$ cat config.mk
export PLATFORM = sky130hd
export DESIGN_NAME = uart_rx_flag_ctrl
export DESIGN_NICKNAME = d
export VERILOG_FILES = /design/src/rtl/uart_rxflag_pkg.sv /design/src/rtl/rx_clear_seq.sv /design/src/rtl/rx_idle_gate.sv /design/src/rtl/rx_data_slot.sv /design/src/rtl/uart_rx_flag_ctrl.sv
export SDC_FILE = /design/constraint.sdc
export NUM_CORES = 1
export LEC_CHECK = 0
export BUFFER_PORTS_ARGS = -buffer_cell sky130_fd_sc_hd__buf_2
export CORE_MARGIN = 1.5
export CORE_UTILIZATION = 48
export CTS_CLUSTER_SIZE = 24
export DETAILED_ROUTE_END_ITERATION = 10
export GPL_TIMING_DRIVEN = 0
export PLACE_DENSITY = 0.79
export SETUP_SLACK_MARGIN = 0.3
export SLEW_MARGIN = 0
export SYNTH_ARGS = -nofsm -noshare
export SYNTH_HDL_FRONTEND = slang
export SYNTH_HIERARCHICAL = 1
export SYNTH_SLANG_ARGS = --single-unit
export TNS_END_PERCENT = 5
$ cat constraint.sdc
create_clock -name clk -period 1.55 [get_ports clk]
set_input_delay 0.3875 -clock clk [delete_from_list [all_inputs] [get_ports clk]]
set_output_delay 0.3875 -clock clk [all_outputs]
set_load 0.02 [all_outputs]
$ cat src/rtl/uart_rxflag_pkg.sv
package uart_rxflag_pkg;
    localparam int FLAG_W = 6;
    localparam int B_PAR  = 0;
    localparam int B_FRM  = 1;
    localparam int B_NSE  = 2;
    localparam int B_OVR  = 3;
    localparam int B_IDL  = 4;
    localparam int B_FUL  = 5;

    typedef enum logic [0:0] {
        SEQ_DISARMED = 1'b0,
        SEQ_ARMED    = 1'b1
    } seq_state_e;
endpackage

$ cat src/rtl/rx_clear_seq.sv
module rx_clear_seq
    import uart_rxflag_pkg::*;
(
    input  logic              clk,
    input  logic              rst_n,
    input  logic              status_rd,
    input  logic              data_rd,
    input  logic              new_set,
    input  logic [FLAG_W-1:0] flags,
    output logic [FLAG_W-1:0] clr_vec
);
    seq_state_e        state_q, state_d;
    logic [FLAG_W-1:0] snap_q;

    // next-state logic: ARM, REARM, CLEAR, CANCEL, HOLD
    always_comb begin
        state_d = state_q;
        unique case (state_q)
            SEQ_DISARMED: if (status_rd) state_d = SEQ_ARMED;
            SEQ_ARMED: begin
                if (status_rd)    state_d = SEQ_ARMED;
                else if (data_rd) state_d = SEQ_DISARMED;
                else if (new_set) state_d = SEQ_DISARMED;
                else              state_d = SEQ_ARMED;
            end
            default: state_d = SEQ_DISARMED;
        endcase
    end

    always_ff @(posedge clk) begin
        if (!rst_n) begin
            state_q <= SEQ_DISARMED;
            snap_q  <= '0;
        end else begin
            state_q <= state_d;
            if (status_rd) snap_q <= flags;
        end
    end

    // output: clear mask is active only on the CLEAR transition (R9: status read wins)
    always_comb begin
        clr_vec = '0;
        unique case (state_q)
            SEQ_ARMED:    if (data_rd && !status_rd) clr_vec = snap_q;
            SEQ_DISARMED: clr_vec = '0;
            default:      clr_vec = '0;
        endcase
    end
endmodule

$ cat src/rtl/rx_idle_gate.sv
module rx_idle_gate (
    input  logic clk,
    input  logic rst_n,
    input  logic accept,
    input  logic line_idle,
    input  logic idle_flag,
    output logic fire
);
    logic allow_q;

    assign fire = line_idle && allow_q && !idle_flag;

    always_ff @(posedge clk) begin
        if (!rst_n)      allow_q <= 1'b0;
        else if (accept) allow_q <= 1'b1;
        else if (fire)   allow_q <= 1'b0;
    end
endmodule

$ cat src/rtl/rx_data_slot.sv
module rx_data_slot #(
    parameter int DATA_W = 8
) (
    input  logic              clk,
    input  logic              rst_n,
    input  logic              accept,
    input  logic [DATA_W-1:0] char_data,
    output logic [DATA_W-1:0] data_q
);
    always_ff @(posedge clk) begin
        if (!rst_n)      data_q <= '0;
        else if (accept) data_q <= char_data;
    end
endmodule

$ cat src/rtl/uart_rx_flag_ctrl.sv
module uart_rx_flag_ctrl
    import uart_rxflag_pkg::*;
#(
    parameter int DATA_W = 8,
    parameter int STAT_W = 8
) (
    input  logic              clk,
    input  logic              rst_n,
    input  logic              char_valid,
    input  logic [DATA_W-1:0] char_data,
    input  logic              char_noise,
    input  logic              char_frame,
    input  logic              char_parity,
    input  logic              line_idle,
    input  logic              status_rd,
    input  logic              data_rd,
    output logic [STAT_W-1:0] status_o,
    output logic [DATA_W-1:0] data_o,
    output logic              char_lost_o
);
    localparam int PAD_W = STAT_W - FLAG_W;

    logic [FLAG_W-1:0] flags_q, set_vec, clr_vec;
    logic              accept, idle_fire, new_set;

    // a buffer freed in this cycle takes the incoming character
    assign accept      = char_valid && (!flags_q[B_FUL] || clr_vec[B_FUL]);
    assign char_lost_o = char_valid && !accept;

    always_comb begin
        set_vec        = '0;
        set_vec[B_FUL] = accept;
        set_vec[B_NSE] = accept && char_noise;
        set_vec[B_FRM] = accept && char_frame;
        set_vec[B_PAR] = accept && char_parity;
        set_vec[B_OVR] = char_lost_o;
        set_vec[B_IDL] = idle_fire;
    end

    assign new_set = |(set_vec & ~flags_q);

    rx_clear_seq i_seq (
        .clk      (clk),
        .rst_n    (rst_n),
        .status_rd(status_rd),
        .data_rd  (data_rd),
        .new_set  (new_set),
        .flags    (flags_q),
        .clr_vec  (clr_vec)
    );

    rx_idle_gate i_idle (
        .clk      (clk),
        .rst_n    (rst_n),
        .accept   (accept),
        .line_idle(line_idle),
        .idle_flag(flags_q[B_IDL]),
        .fire     (idle_fire)
    );

    rx_data_slot #(.DATA_W(DATA_W)) i_slot (
        .clk      (clk),
        .rst_n    (rst_n),
        .accept   (accept),
        .char_data(char_data),
        .data_q   (data_o)
    );

    // new events take precedence over a clear in the same cycle
    always_ff @(posedge clk) begin
        if (!rst_n) flags_q <= '0;
        else        flags_q <= (flags_q & ~clr_vec) | set_vec;
    end

    assign status_o = {{PAD_W{1'b0}}, flags_q};
endmodule

==> impl_metrics.py, run 1 <==
metrics = {
    "floorplan": {
        "floorplan.die.width_um": 48.5,
        "fp.dieH_um": 48.5,
        "floorplan.core_area_um2": 1960,
        "floorplan.rows": 16,
        "initial_utilization_pct": 50.6,
        "io_pins": 34,
        "die_area_um2": 2350,
    },
    "cells_and_area": {
        "layout_common_cells": "19 x sky130_fd_sc_hd__buf_2, 13 x sky130_fd_sc_hd__nor2b_1, 13 x sky130_fd_sc_hd__dfxtp_1",
        "most_frequent_standard_cell_in_the_layout_excluding_fill_and_tap_cells": "sky130_fd_sc_hd__buf_2",
        "design.final.nets": 158,
        "post_route_cells_drive_above_1_share_pct": 47.1,
        "syn2layout_area_growth_pct": 38.1,
        "antenna-diode-count": 0,
        "nFillCells": 158,
    },
    "route": {
        "detailedRoute.firstPassIterationCount": 4,
        "dr.first_iter.drc_count": 6,
        "remaining_drc_errors": 0,
        "route.detailed.vias_per_inst": 4.80,
        "detailroute.via_count": 801,
        "route.detailed.wl_per_inst_um": 11.9,
        "detail-route-antenna-nets": 0,
        "detail_route.wirelength_mm": 1.99,
    },
    "logic_synthesis": {
        "syn-cell-area_um2": 992,
        "synth_cell_types": 23,
        "synth_seq_cells": 22,
        "post_synthesis_sequential_area_ratio_pct": 44.4,
        "synthCells": 102,
        "synth.avg_cell_area_um2": 9.73,
        "ys.warnings.count": 6,
    },
    "sta": {
        "layout_worst_path_cycle_share_pct": 102,
        "setup_tns_ns": -0.0236,
        "f_max_mhz": 635,
        "final-max-slew-violation-count": 0,
        "fin_worst_hold_slack_ns": 0.333,
        "finalWorstPathRequiredPeriod_ns": 1.57,
        "report.final.hold_viol_count": 0,
        "skew_ns": 0.00164,
        "finalSetupViolCount": 1,
        "rsz0062_at_grt": "true",
        "worst_slack_ns": -0.0236,
    },
    "critical_path": {
        "crit_slowest_cell": "sky130_fd_sc_hd__dfxtp_2",
        "critical_path_capture_point_type": "output port",
        "arrival_ns": 1.19,
        "timing.critical_path.max_delay_family": "simple AND/OR/NAND/NOR gates",
        "setup.worst_path.start": "i_seq/snap_q[5]",
        "setup.worst_path.class": "reg -> out",
        "crit_path_cell_trace": "nand2b_4 -> nor2_4 -> nor2b_2 -> and2_4 -> buf_6",
        "max_stage_delay_ns": 0.36,
        "r2r.worst_path.cells": 8,
        "worst_setup_path_start_kind": "flop",
        "path_max_fanout": 2,
        "r2r-start": "i_seq/snap_q[5]",
        "critical_path_depth": 5,
        "cp.required_ns": 1.16,
        "worstPathBufferInverterCount": 1,
    },
    "power": {
        "power.ir.vdd_worst_v": 0.000741,
        "power_per_standard_cell_area_nw_per_um2": 938,
        "power.static_leakage_nw": 0.578,
    },
    "clocking": {
        "clock_tree.root_cell": "sky130_fd_sc_hd__clkbuf_4",
        "clock_tree.buffer_depth": 2,
        "tritoncts_buffers": 3,
        "ctsHtreeMaxLevel": 1,
        "tritoncts": "done",
        "post_cts_hold_buffer_count": 0,
        "clkSinkCount": 22,
        "clkTransAtPathRegs_ns": 0.12,
        "clock_latency_reported_for_the_late_side_of_the_worst_skew_pair_ns": 0.30,
    },
    "place": {
        "gp_congestion": 0.713,
        "port-buffer-count": 31,
        "dpl.hpwl_mm": 1.32,
    },
    "worst_hold_path": {
        "worstHoldPathCells": 3,
        "min_path_type": "in -> reg",
        "min-delay-start": "char_data[7]",
    },
    "global_route": {
        "grt_pass1_wl_mm": 3.32,
        "initial_antenna_violation_count": 0,
        "grt_pass1_vias": 749,
        "largest_net_degree_at_the_start_of_global_routing": 24,
        "grt.total_usage_pct": 18.3,
        "grt_remaining_overflow": 0,
    },
    "status": {
        "outcome": "finished, violations left",
        "violations": "negative setup slack",
    },
    "job": {
        "cap_violations": 0,
    },
}
[cell usage after synthesis (all sizes together)]
master   number  area [um^2]
nand2b        8         72.6
a2111oi       1         15.0
dfxtp        22          440
a21boi        7         63.8
conb          1         3.75
mux2i         8         80.1
o22ai         1         6.26
buf           4         37.5
o21a          3         22.5
and2          3         18.8
a32oi         3         26.3
nand2        10         37.5
nor3b         1         7.51
inv           6         22.5
o21ai         2         10.0
nor2b        15          101
nor2          7         26.3
[cell families (layout without fill, tap and decap cells)]
family	after synthesis	in the layout	share of synthesized area, %
buffers and inverters	10	47	6.05
other	1	2	0.378
DFF	22	22	44.4
muxes	8	8	8.07
AOI/OAI and AO/OA	17	17	14.5
and+or+nand+nor	44	44	26.6
[layer usage]
metal	part of all wire, %	wire [um]	track usage [%]
met5	0	0	0
met1	44	871	20.9
met3	2.9	58	2.78
met4	1.3	25	8.57
met2	52	1030	33.3
[area by class of cell]
cell class,instances,area [um^2],share of cell area [%]
clock inverter,1,30.0,2.19
inverter,6,22.5,1.64
clock buffer,3,22.5,1.64
buffer,4,41.3,3.01
timing repair buffer,33,215,15.7
tap,27,33.8,2.47
multi-input combinational,71,548,40.0
sequential,22,457,33.3
[stage by stage]
stage | instance area, um^2 | power [mW] | cells | utilization [%] | setup slack [ns]
after floorplan | 1020 | 0.764 | 103 | - | 0.174
after global routing | 1370 | 1.35 | 167 | 69.8 | -0.0751
after CTS | 1330 | 1.28 | 167 | 67.7 | -0.0274
final | 1370 | 1.28 | 167 | 69.8 | -0.0236
after global placement | 1210 | 0.828 | 161 | 61.8 | -0.0599
after detailed placement | 1210 | 0.833 | 161 | 61.8 | -0.0912
[registers in the layout, indices dropped and copies added, names as in the netlist]
| name | flops |
|---|---|
| i_seq/snap_q | 6 |
| i_slot/data_q | 8 |
| i_seq/state_q | 1 |
| i_idle/allow_q | 1 |
| flags_q | 6 |
[timing repair]
| action | CTS | global route |
|---|---|---|
| buffers inserted | 2 | 0 |
| setup endpoints to repair | 15 | 22 |
| pin swaps | 6 | 2 |
| gates resized for setup | 17 | 16 |
[tightest hold or removal path, cell delays in order]
cell	delay, ns
sky130_fd_sc_hd__buf_2	0.08
sky130_fd_sc_hd__mux2i_1	0.05
sky130_fd_sc_hd__nor2b_1	0.09
[power by group]
part	total [mW]	switching (mW)	internal [mW]
Clock	0.435	0.174	0.261
Sequential	0.623	0.0244	0.599
Combinational	0.226	0.111	0.115
[path summary, 6_finish.rpt]
check / end / slack [ns]
max: char_lost_o / -0.02
min: i_slot/data_q[7] / 0.33
max reg2reg: i_seq/state_q / 0.06
min reg2reg: i_idle/allow_q / 0.45
No activity file was read; power rests on OpenSTA's default activity.
==> inputs of run 2 (changes only) <==
- SKIP_CTS_REPAIR_TIMING: default -> 1
- SKIP_LAST_GASP: default -> 1
==> impl_metrics.py, run 2 (synthesis gave the netlist of run 1 again) <==
metrics = {
    "cells_and_area": {
        "design.final.nets": 159,
        "registers.top_by_ff_count": "i_slot/data_q",
        "multi_input_comb_area_um2": 533,
        "antenna-diode-count": 0,
        "largest_registers": "i_slot/data_q (8), flags_q (6), i_seq/snap_q (6)",
        "sequential_cell_area_um2": 443,
        "syn2layout_area_growth_pct": 31.7,
        "layout_common_cells": "30 x sky130_fd_sc_hd__buf_2, 20 x sky130_fd_sc_hd__dfxtp_1, 13 x sky130_fd_sc_hd__nor2b_1",
        "final_cell_area_um2": 1310,
        "largest_reg_flops": 8,
        "utilization_pct": 66.6,
        "nFillCells": 174,
        "fin_cells": 168,
        "post_route_cells_drive_above_1_share_pct": 41.8,
        "most_frequent_standard_cell_in_the_layout_excluding_fill_and_tap_cells": "sky130_fd_sc_hd__buf_2",
    },
    "route": {
        "route.detailed.vias_per_inst": 4.80,
        "dr.first_iter.drc_count": 11,
        "detail-route-antenna-nets": 0,
        "route.detailed.wl_per_inst_um": 11.5,
        "detailedRoute.firstPassIterationCount": 4,
        "detail_route.wirelength_mm": 1.93,
        "detailroute.via_count": 807,
        "remaining_drc_errors": 0,
    },
    "critical_path": {
        "worstPathBufferInverterCount": 1,
        "crit_path_cell_trace": "nand2_4 -> nor2_4 -> nor2b_2 -> and2_4 -> buf_6",
        "r2r_end": "i_seq/state_q",
        "max_stage_delay_ns": 0.36,
        "ff2ff_setup_slack_ns": 0.06,
        "worst_setup_path_start_kind": "flop",
        "critical_path_capture_point_type": "output port",
        "path_max_fanout": 3,
        "r2r.worst_path.cells": 8,
        "r2r-start": "i_seq/state_q",
        "crit_slowest_cell": "sky130_fd_sc_hd__dfxtp_2",
        "cp.required_ns": 1.16,
        "arrival_ns": 1.21,
        "timing.critical_path.max_delay_family": "simple AND/OR/NAND/NOR gates",
        "setup.worst_path.class": "reg -> out",
    },
    "global_route": {
        "largest_net_degree_at_the_start_of_global_routing": 24,
        "grt.total_usage_pct": 17.1,
        "grt_pass1_vias": 692,
        "grt_remaining_overflow": 0,
        "initial_antenna_violation_count": 0,
        "grt_pass1_wl_mm": 3.12,
    },
    "floorplan": {
        "floorplan.rows": 16,
        "die_area_um2": 2350,
        "io_pins": 34,
        "floorplan.core_area_um2": 1960,
        "fp.dieH_um": 48.5,
        "floorplan.die.width_um": 48.5,
        "initial_utilization_pct": 50.6,
    },
    "clocking": {
        "clkSinkCount": 22,
        "clkTransAtPathRegs_ns": 0.12,
        "clock_tree.buffer_depth": 2,
        "clock_latency_reported_for_the_late_side_of_the_worst_skew_pair_ns": 0.31,
        "tritoncts_buffers": 3,
        "ctsHtreeMaxLevel": 1,
        "tritoncts": "done",
        "clock_tree.root_cell": "sky130_fd_sc_hd__clkbuf_4",
    },
    "power": {
        "power.ir.vdd_worst_v": 0.000719,
        "power.static_leakage_nw": 0.573,
        "power_per_standard_cell_area_nw_per_um2": 972,
        "fin_total_pwr_mw": 1.27,
    },
    "place": {
        "dp_cells": 161,
        "port-buffer-count": 31,
        "dpl.hpwl_mm": 1.32,
        "standard_cell_area_after_detailed_placement_um2": 1210,
        "gp_congestion": 0.713,
    },
    "worst_hold_path": {
        "min_path_type": "in -> reg",
        "hold_path_end": "i_slot/data_q[7]",
        "worstHoldPathCells": 3,
        "min-delay-start": "char_data[7]",
    },
    "sta": {
        "fin_worst_hold_slack_ns": 0.329,
        "rsz0062_at_grt": "true",
        "final-max-slew-violation-count": 0,
        "f_max_mhz": 628,
        "report.final.hold_viol_count": 0,
        "skew_ns": 0.00163,
        "finalSetupViolCount": 1,
        "worst_slack_ns": -0.0429,
        "finalWorstPathRequiredPeriod_ns": 1.59,
        "layout_worst_path_cycle_share_pct": 103,
    },
    "job": {
        "cap_violations": 0,
    },
    "status": {
        "violations": "negative setup slack",
        "outcome": "finished, violations left",
    },
}
[run 2: cell types whose count changed in the layout (fill, tap and decap cells not counted), sizes merged]
| cell | previous run | this run |
|---|---|---|
| buf | 37 | 38 |
[run 2: worst max-delay path by stage]
stage / from / to / slack, ns / cells after the start
after global placement: status_rd / i_seq/state_q / -0.06 / 8
final: i_seq/state_q / char_lost_o / -0.04 / 5
after CTS: i_seq/state_q / char_lost_o / -0.22 / 5
after global routing: i_seq/state_q / char_lost_o / -0.1 / 5
after detailed placement: status_rd / i_seq/state_q / -0.09 / 8
after floorplan: status_rd / i_slot/data_q[0] / 0.17 / 7
[run 2: layout make-up]
| class | instances | area share, % |
|---|---|---|
| Sequential cell | 22 | 33.9 |
| Clock inverter | 1 | 2.30 |
| Inverter | 6 | 1.72 |
| Tap cell | 27 | 2.59 |
| Multi-Input combinational cell | 71 | 40.8 |
| Timing Repair Buffer | 34 | 14.1 |
| Buffer | 4 | 2.87 |
| Clock buffer | 3 | 1.72 |
[run 2: metrics by stage]
| stage | setup WS [ns] | setup TNS [ns] |
|---|---|---|
| 2_1_floorplan | 0.174 | 0 |
| 3_3_place_gp | -0.0599 | -0.321 |
| 3_5_place_dp | -0.0912 | -0.600 |
| 4_1_cts | -0.221 | -0.221 |
| 5_1_grt | -0.0968 | -0.150 |
| 6_report | -0.0429 | -0.0429 |
[run 2: per-layer routing]
layer / wire length [um] / GRT usage, % / up-vias
met5: 0 / 0 / -
met4: 20 / 8.57 / 0
met3: 96 / 2.78 / 2
met2: 1010 / 28.5 / 21
met1: 804 / 21.6 / 371
li1: - / - / 413
[run 2: worst register-to-register path, cell delays in order (launching register included)]
cell                        delay, ns
sky130_fd_sc_hd__dfxtp_2         0.36
sky130_fd_sc_hd__nand2_4         0.06
sky130_fd_sc_hd__nor2_4          0.12
sky130_fd_sc_hd__buf_4           0.12
sky130_fd_sc_hd__nand2_1         0.06
sky130_fd_sc_hd__a2111oi_2       0.25
sky130_fd_sc_hd__o22ai_1         0.12
sky130_fd_sc_hd__nor3b_1         0.20
sky130_fd_sc_hd__o21a_1          0.13
[run 2: where the power goes]
group	switching [mW]	internal, mW	leakage, nW
Clock	0.178	0.261	0.0279
Sequential	0.0222	0.598	0.181
Combinational	0.108	0.101	0.364
